===== config.mk =====
export PLATFORM = sky130hd
export DESIGN_NAME = intr_boundary_seq
export DESIGN_NICKNAME = d
export VERILOG_FILES = /design/src/rtl/intr_seq_pkg.sv /design/src/rtl/intr_pin_sync.sv /design/src/rtl/intr_prio_pick.sv /design/src/rtl/intr_boundary_seq.sv
export SDC_FILE = /design/constraint.sdc
export NUM_CORES = 1
export LEC_CHECK = 0
export CAP_MARGIN = 10
export CORE_ASPECT_RATIO = 1.4
export CORE_MARGIN = 5
export CORE_UTILIZATION = 40
export CTS_BUF_LIST = sky130_fd_sc_hd__clkbuf_8
export CTS_CLUSTER_DIAMETER = 40
export DETAILED_ROUTE_END_ITERATION = 12
export PLACE_DENSITY = 0.86
export SYNTH_ARGS = -nofsm -noshare
export SYNTH_HDL_FRONTEND = slang
export SYNTH_SLANG_ARGS = --single-unit

===== constraint.sdc =====
create_clock -name clk -period 1.54 [get_ports clk]
set_input_delay 0.308 -clock clk [delete_from_list [all_inputs] [get_ports clk]]
set_output_delay 0.308 -clock clk [all_outputs]
set_load 0.05 [all_outputs]

===== src/rtl/intr_seq_pkg.sv =====
package intr_seq_pkg;
  localparam int HW_N   = 4;   // pin, timer, link, sync (index = priority)
  localparam int ADDR_W = 16;
  localparam int IDX_PIN  = 0;
  localparam int IDX_TMR  = 1;
  localparam int IDX_LINK = 2;
  localparam int IDX_SYNC = 3;

  // Hardware vectors sit one word apart directly below the software vector.
  function automatic logic [ADDR_W-1:0] hw_vector(input logic [ADDR_W-1:0] swi_vec,
                                                  input int idx);
    return swi_vec - ADDR_W'(2 * (idx + 1));
  endfunction
endpackage


===== src/rtl/intr_pin_sync.sv =====
module intr_pin_sync #(
  parameter int STAGES = 2
) (
  input  logic clk,
  input  logic rst_n,
  input  logic pin_n,
  input  logic clr,
  output logic pend
);
  // chain[0] is newest; chain[STAGES-1] is synchronised, chain[STAGES] previous
  logic [STAGES:0] chain_q, chain_n;
  logic            pend_q, pend_n;
  logic            fall;

  always_comb begin
    chain_n = {chain_q[STAGES-1:0], pin_n};
    fall    = chain_q[STAGES] & ~chain_q[STAGES-1];
    pend_n  = fall | (pend_q & ~clr);
  end

  always_ff @(posedge clk or negedge rst_n) begin
    if (!rst_n) begin
      chain_q <= '1;
      pend_q  <= 1'b0;
    end else begin
      chain_q <= chain_n;
      pend_q  <= pend_n;
    end
  end

  assign pend = pend_q;
endmodule


===== src/rtl/intr_prio_pick.sv =====
module intr_prio_pick #(
  parameter int N = 4
) (
  input  logic [N-1:0] req,
  output logic [N-1:0] grant,
  output logic         any
);
  // Lowest index wins.
  for (genvar i = 0; i < N; i++) begin : g_bit
    if (i == 0) begin : g_top
      assign grant[i] = req[i];
    end else begin : g_rest
      assign grant[i] = req[i] & ~|req[i-1:0];
    end
  end
  assign any = |req;
endmodule


===== src/rtl/intr_boundary_seq.sv =====
module intr_boundary_seq
  import intr_seq_pkg::*;
#(
  parameter logic [ADDR_W-1:0] VEC_SWI     = 16'h3FFC,
  parameter int                SYNC_STAGES = 2
) (
  input  logic              clk,
  input  logic              rst_n,
  input  logic              irq_pin_n,
  input  logic              tmr_req,
  input  logic              link_req,
  input  logic              sync_req,
  input  logic              swi_fetch,
  input  logic              insn_done,
  input  logic              mask_bit,
  input  logic              rti,
  output logic              take_o,
  output logic              set_mask_o,
  output logic [ADDR_W-1:0] vec_addr_o,
  output logic              in_service_o
);
  logic [HW_N-1:0]   pend, avail, old_req, grant_old, grant_new, clr_hw;
  logic              any_old, any_new, pin_pend;
  logic [HW_N-1:0]   snap_q, snap_n;
  logic              swi_q, swi_n, swi_clr;
  logic              take_q, take_n, smask_q, insvc_q, insvc_n;
  logic [ADDR_W-1:0] vec_q, vec_n;

  intr_pin_sync #(.STAGES(SYNC_STAGES)) u_pin (
    .clk(clk), .rst_n(rst_n), .pin_n(irq_pin_n), .clr(clr_hw[IDX_PIN]), .pend(pin_pend)
  );

  always_comb begin
    pend           = '0;
    pend[IDX_PIN]  = pin_pend;
    pend[IDX_TMR]  = tmr_req;
    pend[IDX_LINK] = link_req;
    pend[IDX_SYNC] = sync_req;
    avail   = pend & {HW_N{~mask_bit}};
    old_req = snap_q & avail;
  end

  intr_prio_pick #(.N(HW_N)) u_pick_old (.req(old_req), .grant(grant_old), .any(any_old));
  intr_prio_pick #(.N(HW_N)) u_pick_new (.req(avail),   .grant(grant_new), .any(any_new));

  // Next-state decision at the instruction boundary
  always_comb begin
    take_n  = 1'b0;
    swi_clr = 1'b0;
    clr_hw  = '0;
    vec_n   = vec_q;
    if (insn_done) begin
      if (any_old) begin
        take_n = 1'b1;
        clr_hw = grant_old;
      end else if (swi_q) begin
        take_n  = 1'b1;
        swi_clr = 1'b1;
        vec_n   = VEC_SWI;
      end else if (any_new) begin
        take_n = 1'b1;
        clr_hw = grant_new;
      end
    end
    for (int i = 0; i < HW_N; i++) begin
      if (clr_hw[i]) vec_n = hw_vector(VEC_SWI, i);
    end
    swi_n = swi_fetch | (swi_q & ~swi_clr);
    if (swi_fetch)    snap_n = pend;
    else if (swi_clr) snap_n = '0;
    else              snap_n = snap_q & pend & ~clr_hw;
    insvc_n = take_n | (insvc_q & ~rti);
  end

  always_ff @(posedge clk or negedge rst_n) begin
    if (!rst_n) begin
      snap_q  <= '0;
      swi_q   <= 1'b0;
      take_q  <= 1'b0;
      smask_q <= 1'b0;
      insvc_q <= 1'b0;
      vec_q   <= '0;
    end else begin
      snap_q  <= snap_n;
      swi_q   <= swi_n;
      take_q  <= take_n;
      smask_q <= take_n;
      insvc_q <= insvc_n;
      if (take_n) vec_q <= vec_n;
    end
  end

  assign take_o       = take_q;
  assign set_mask_o   = smask_q;
  assign vec_addr_o   = vec_q;
  assign in_service_o = insvc_q;
endmodule


# [Yosys cells after proc, flatten, opt, wreduce, memory -nomap -nowiden]
# Cells that the tools add are included.
[totals] ff_bits=27 inputBits=10 output_inout_bits=19 elab_cells=66
[classes] eq_ne=1 muxes=20 n_bitwise=23 n_reduce_logical=15
[ops] operator="two-way mux 16 bit" n=7
[ops] operator="two-way mux 4 bit" n=6
[ops] operator="AND 4 bit" n=4
[ops] operator="AND 1 bit" n=10
[ops] operator="nonzero test 5 bit" n=2
[ops] operator="OR reduction 4 bit" n=2
[ops] operator="two-way mux 1 bit" n=7
[ops] operator="logical NOT 1 bit" n=6
[ops] operator="OR reduction 3 bit" n=2
[ops] operator="!= test 5 bit (second input constant)" n=1
[ops] operator="inverter 1 bit" n=5
[ops] operator="inverter 4 bit" n=1
[ops] operator="AND reduction 4 bit" n=1
[ops] operator="OR reduction 2 bit" n=2
[ops] operator="OR 1 bit" n=3

# [Logic depth before layout (Yosys ltp)]
[logic_depth] depth_word=13 depth_mapped=5 mapped_depth_nobuf=5

# [By module]
# From an unflattened synthesis, not the netlist that was laid out.
[hier_totals] cells_unflattened=96 area_unflattened_um2=913.4
[by_module_without_submodules] module="intr_boundary_seq" instances=1 cells_per_inst=79 area_per_inst_um2=714.4 seq_area_each_um2=275.3
[by_module_without_submodules] module="intr_pin_sync" instances=1 cells_per_inst=7 area_per_inst_um2=123.9 seq_area_each_um2=103.8
[by_module_without_submodules] module="intr_prio_pick" instances=2 cells_per_inst=5 area_per_inst_um2=37.5 seq_area_each_um2=0.0

# [Worst setup path before layout]
# OpenSTA, ideal clock, no wires.
[synth_timing] path_type="register to register" startpoint="register swi_q" endpoint="register vec_q[2] (netlist: vec_addr_o[2])" arrival_ns=1.327 required_ns=1.420 slack_ns=0.092 stages_incl_launch_ff=5 n_path_buf=0 synth_period_minus_slack_ns=1.448 path_cell_list="dfrtp_1 or3_4 o311ai_4 inv_2 o211a_1"
[synth_via] elab_cells_between_ends=14 cone_classes="eq/ne: 1; mux: 10; reduce/logical: 3"
[synth_lines] item="from (decl)" line="intr_boundary_seq.sv:25" source="logic swi_q, swi_n, swi_clr;"
[synth_lines] item="from (signal assigned)" line="intr_boundary_seq.sv:85" source="swi_q <= swi_n;"
[synth_lines] item="two-way mux 1 bit" line="intr_boundary_seq.sv:56" source="end else if (swi_q) begin"
[synth_lines] item="two-way mux 1 bit" line="intr_boundary_seq.sv:53" source="if (any_old) begin"
[synth_lines] item="two-way mux 1 bit" line="intr_boundary_seq.sv:52" source="if (insn_done) begin"
[synth_lines] item="named net take_n" line="intr_boundary_seq.sv:26" source="logic take_q, take_n, smask_q, insvc_q, insvc_n;"
[synth_lines] item="AND reduction 4 bit (no source line)"
[synth_lines] item="to (signal assigned)" line="intr_boundary_seq.sv:89" source="if (take_n) vec_q <= vec_n;"
[synth_lines] item="to (decl)" line="intr_boundary_seq.sv:27" source="logic [ADDR_W-1:0] vec_q, vec_n;"
# The timed path passes the listed nets, and every way through them passes these cells.
# A chain may end at the register's enable or synchronous reset.

# [Final worst setup path]
[layout_timing] startpoint="input port link_req" endpoint="register snap_q[3]"
[layout_via] elab_chain_len=12 elab_cells_between_ends=20 cone_classes="mux: 8; bitwise: 6; reduce/logical: 6"
[layout_lines] item="from (decl)" line="intr_boundary_seq.sv:11" source="input logic link_req,"
[layout_lines] item="AND 4 bit (*)" line="intr_boundary_seq.sv:39" source="avail = pend & {HW_N{~mask_bit}};"
[layout_lines] item="OR reduction 3 bit" line="intr_prio_pick.sv:13" source="assign grant[i] = req[i] & ~|req[i-1:0];"
[layout_lines] item="logical NOT 1 bit" line="intr_prio_pick.sv:13"
[layout_lines] item="AND 1 bit" line="intr_prio_pick.sv:13"
[layout_lines] item="two-way mux 4 bit" line="intr_boundary_seq.sv:60" source="end else if (any_new) begin"
[layout_lines] item="two-way mux 4 bit" line="intr_boundary_seq.sv:56"
[layout_lines] item="two-way mux 4 bit" line="intr_boundary_seq.sv:53"
[layout_lines] item="two-way mux 4 bit" line="intr_boundary_seq.sv:52"
[layout_lines] item="inverter 4 bit" line="intr_boundary_seq.sv:71" source="else snap_n = snap_q & pend & ~clr_hw;"
[layout_lines] item="AND 4 bit" line="intr_boundary_seq.sv:71"
[layout_lines] item="two-way mux 4 bit (*)" line="intr_boundary_seq.sv:70" source="else if (swi_clr) snap_n = '0;"
[layout_lines] item="two-way mux 4 bit (*)" line="intr_boundary_seq.sv:69" source="if (swi_fetch) snap_n = pend;"
[layout_lines] item="named net snap_n[3]" line="intr_boundary_seq.sv:24" source="logic [HW_N-1:0] snap_q, snap_n;"
[layout_lines] item="to (signal assigned)" line="intr_boundary_seq.sv:84" source="snap_q <= snap_n;"
[layout_lines] item="to (decl)" line="intr_boundary_seq.sv:24"
# Mark *: on every way through the listed nets, which the timed path passes. The rest lies on a longest branch.

==> impl_metrics.py <==
metrics = {
    "outcome": {
        "outcome": "completed",
    },
    "timing": {
        "worst_slack_ns": 0.0740,
        "finalHoldViolations": 0,
        "fin_crit_sh_pct": 95.2,
        "max_freq_mhz": 682,
        "setup_violations": 0,
        "rsz0062_at_grt": "false",
        "min_period_ns": 1.47,
        "fin_skew_ns": 0.00420,
        "slew_violations": 0,
        "setup_tns_ns": 0,
    },
    "worst_setup_path": {
        "endpoint_kind": "flop",
        "crit_path_frequent_cell": "a22o_1",
        "cp.required_ns": 1.67,
        "crit_arrival_ns": 1.60,
        "crit_type": "in2reg",
        "crit_start": "link_req",
        "max_stage_delay_ns": 0.43,
        "cpMaxStageDelayCell": "clkdlybuf4s50_1",
        "r2r-start": "u_pin.pend",
        "cp-start-kind": "primary input",
        "cp_top_family": "buffers and inverters",
        "cp.buffers_inverters": 2,
        "path_cells": "clkdlybuf4s50_1 -> a22o_1 -> buf_4 -> nand2_1 -> nand4b_1 -> a22o_1",
        "critPathMaxFanout": 3,
    },
    "cts": {
        "clkTransAtPathRegs_ns": 0.06,
        "cts_made_buffers": 3,
        "clock_latency_ns": 0.25,
        "cts_tree": "yes",
        "clock_sinks": 15,
        "cts_max_level": 1,
        "cts_buffer_depth": 2,
        "cts_hold_buf": 0,
        "cts_root_buffer": "clkbuf_8",
    },
    "logic_synthesis": {
        "syn_inst": 75,
        "ys_warn_count": 0,
        "ys_top_cells_by_area": "dfrtp_1, buf_4, dfstp_2, a22o_1, nand2_1",
        "ys.flop_type": "dfrtp_1",
        "synth_largest_area_cell": "dfrtp_1",
        "syn_avg_cell_area_sq_um": 10.3,
        "synth_top_area_share_pct": 39.0,
        "synth_area_sq_um": 771,
        "ys_top_cells_by_count": "buf_4, dfrtp_1, nand2_1, a21oi_1, a22o_1",
        "ys_seq_elements": 15,
        "yosysUniqueCellTypes": 24,
        "synth_edf_count": 0,
        "ys_seq_area_share_pct": 49.2,
        "synth.most_common_cell": "buf_4",
        "async_flop_share_pct": 100,
    },
    "detailed_routing": {
        "routed_via_density": 5.14,
        "dr.pass1.iters": 4,
        "drt_iter0_markers": 11,
        "wire_per_inst_microns": 14.0,
        "wl_microns": 1750,
        "ant_nets": 0,
        "drc_errors": 0,
        "num_vias": 642,
    },
    "die": {
        "core_area_sq_um": 1800,
        "die_area_sq_um": 2920,
        "rows": 18,
        "die_w_microns": 47.1,
        "io_pins": 29,
        "die_y_microns": 61.9,
        "initial_core_util_pct": 42.8,
    },
    "power_and_ir_drop": {
        "p_leak_nw": 0.590,
        "ir_worst_vdd_mv": 0.825,
        "powerDensity_nw_per_um2": 929,
    },
    "place": {
        "gp_congestion": 0.986,
        "port_buffers": 25,
        "dpl.hpwl_microns": 1410,
        "dp_slack_ns": -0.215,
        "dpl-instance-area_sq_um": 1200,
    },
    "global_routing": {
        "grt_first_pass_wirelength_microns": 2730,
        "grt_usage_pct": 13.4,
        "grt_max_degree": 16,
        "grt_pass1_vias": 636,
        "antenna_found_initial": 0,
        "grt_remaining_overflow": 0,
    },
    "final_layout": {
        "syn2layout_area_growth_pct": 64.3,
        "fin_nets": 116,
        "diodes": 0,
        "drive_gt1_share_pct": 38.1,
        "fin_area_sq_um": 1270,
    },
    "worst_hold_path": {
        "hold_path.class": "reg2reg",
        "hp-start": "u_pin.chain_q[0]",
    },
    "flow_run": {
        "drv_cap": 0,
    },
}
[power breakdown]
part           internal (mW)  switching [mW]
Clock                  0.179           0.134
Sequential             0.442          0.0467
Combinational          0.180           0.194
[area by class of cell]
| class | count | area [sq um] |
|---|---|---|
| repair buffers | 37 | 503 |
| clock inverters | 1 | 5.00 |
| fillers | 129 | 536 |
| well taps | 20 | 25.0 |
| multi-input cells | 45 | 298 |
| inverters | 4 | 15.0 |
| clock buffers | 3 | 41.3 |
| flip-flops and latches | 15 | 379 |
[cells by family after synthesis]
family	count (synthesis)	synth area share, %
compound gates	21	21.1
flops	15	49.2
other cells	1	0.487
buf+inv	17	14.6
simple gates	21	14.6
[repair_timing]
item	CTS	global route
buffers inserted	0	1
endpoints found under the setup margin	0	4
gates resized for setup	0	3
[sequential cells by signal (all words and copies together), names as in the netlist]
register and flops:
swi_q 1, snap_q 4, vec_addr_o 4, u_pin.pend 1, u_pin.chain_q 3, set_mask_o 1, in_service_o 1
[metrics by stage]
stage | total power, mW | hold slack [ns] | std cells | utilization [%]
5_1_grt | 1.23 | 0.366 | 125 | 70.3
3_3_place_gp | 0.847 | 0.346 | 120 | 66.5
2_1_floorplan | 0.665 | 0.0124 | 77 | -
4_1_cts | 1.17 | 0.356 | 124 | 69.1
3_5_place_dp | 0.856 | 0.347 | 120 | 66.5
6_report | 1.18 | 0.356 | 125 | 70.3
[metal layers]
metal,routed length (microns),GRT usage (%)
met1,609,13.3
met2,946,25.6
met3,154,2.59
met4,39,5.93
met5,0,0
[final timing paths]
| check | endpoint | slack, ns | cells past startpoint |
|---|---|---|---|
| worst max-delay path | snap_q[3] | 0.07 | 6 |
| worst min-delay path | u_pin.chain_q[1] | 0.36 | 0 |
| worst max register to register | vec_addr_o[2] | 0.08 | 4 |
| worst min register to register | u_pin.chain_q[1] | 0.36 | 0 |
| max in group asynchronous | u_pin.chain_q[2] | 0.94 | 2 |
| min in group asynchronous | in_service_o | 0.37 | 2 |
[cells in the final DEF (no fill, tap or decap), types with 2 or more instances in the layout]
cell,synthesis,final
a21oi_1,6,6
o21a_1,2,2
inv_1,3,3
o211ai_1,2,2
conb_1,1,3
nor2_1,2,2
buf_4,13,12
a22o_1,4,4
o21ai_0,3,3
nor3_1,2,2
nand2_1,9,9
clkdlybuf4s50_1,0,8
buf_12,0,16
clkbuf_8,0,3
nand2b_1,3,3
dfstp_2,3,3
dfrtp_1,12,12
No activity file was read; power rests on OpenSTA's default activity.
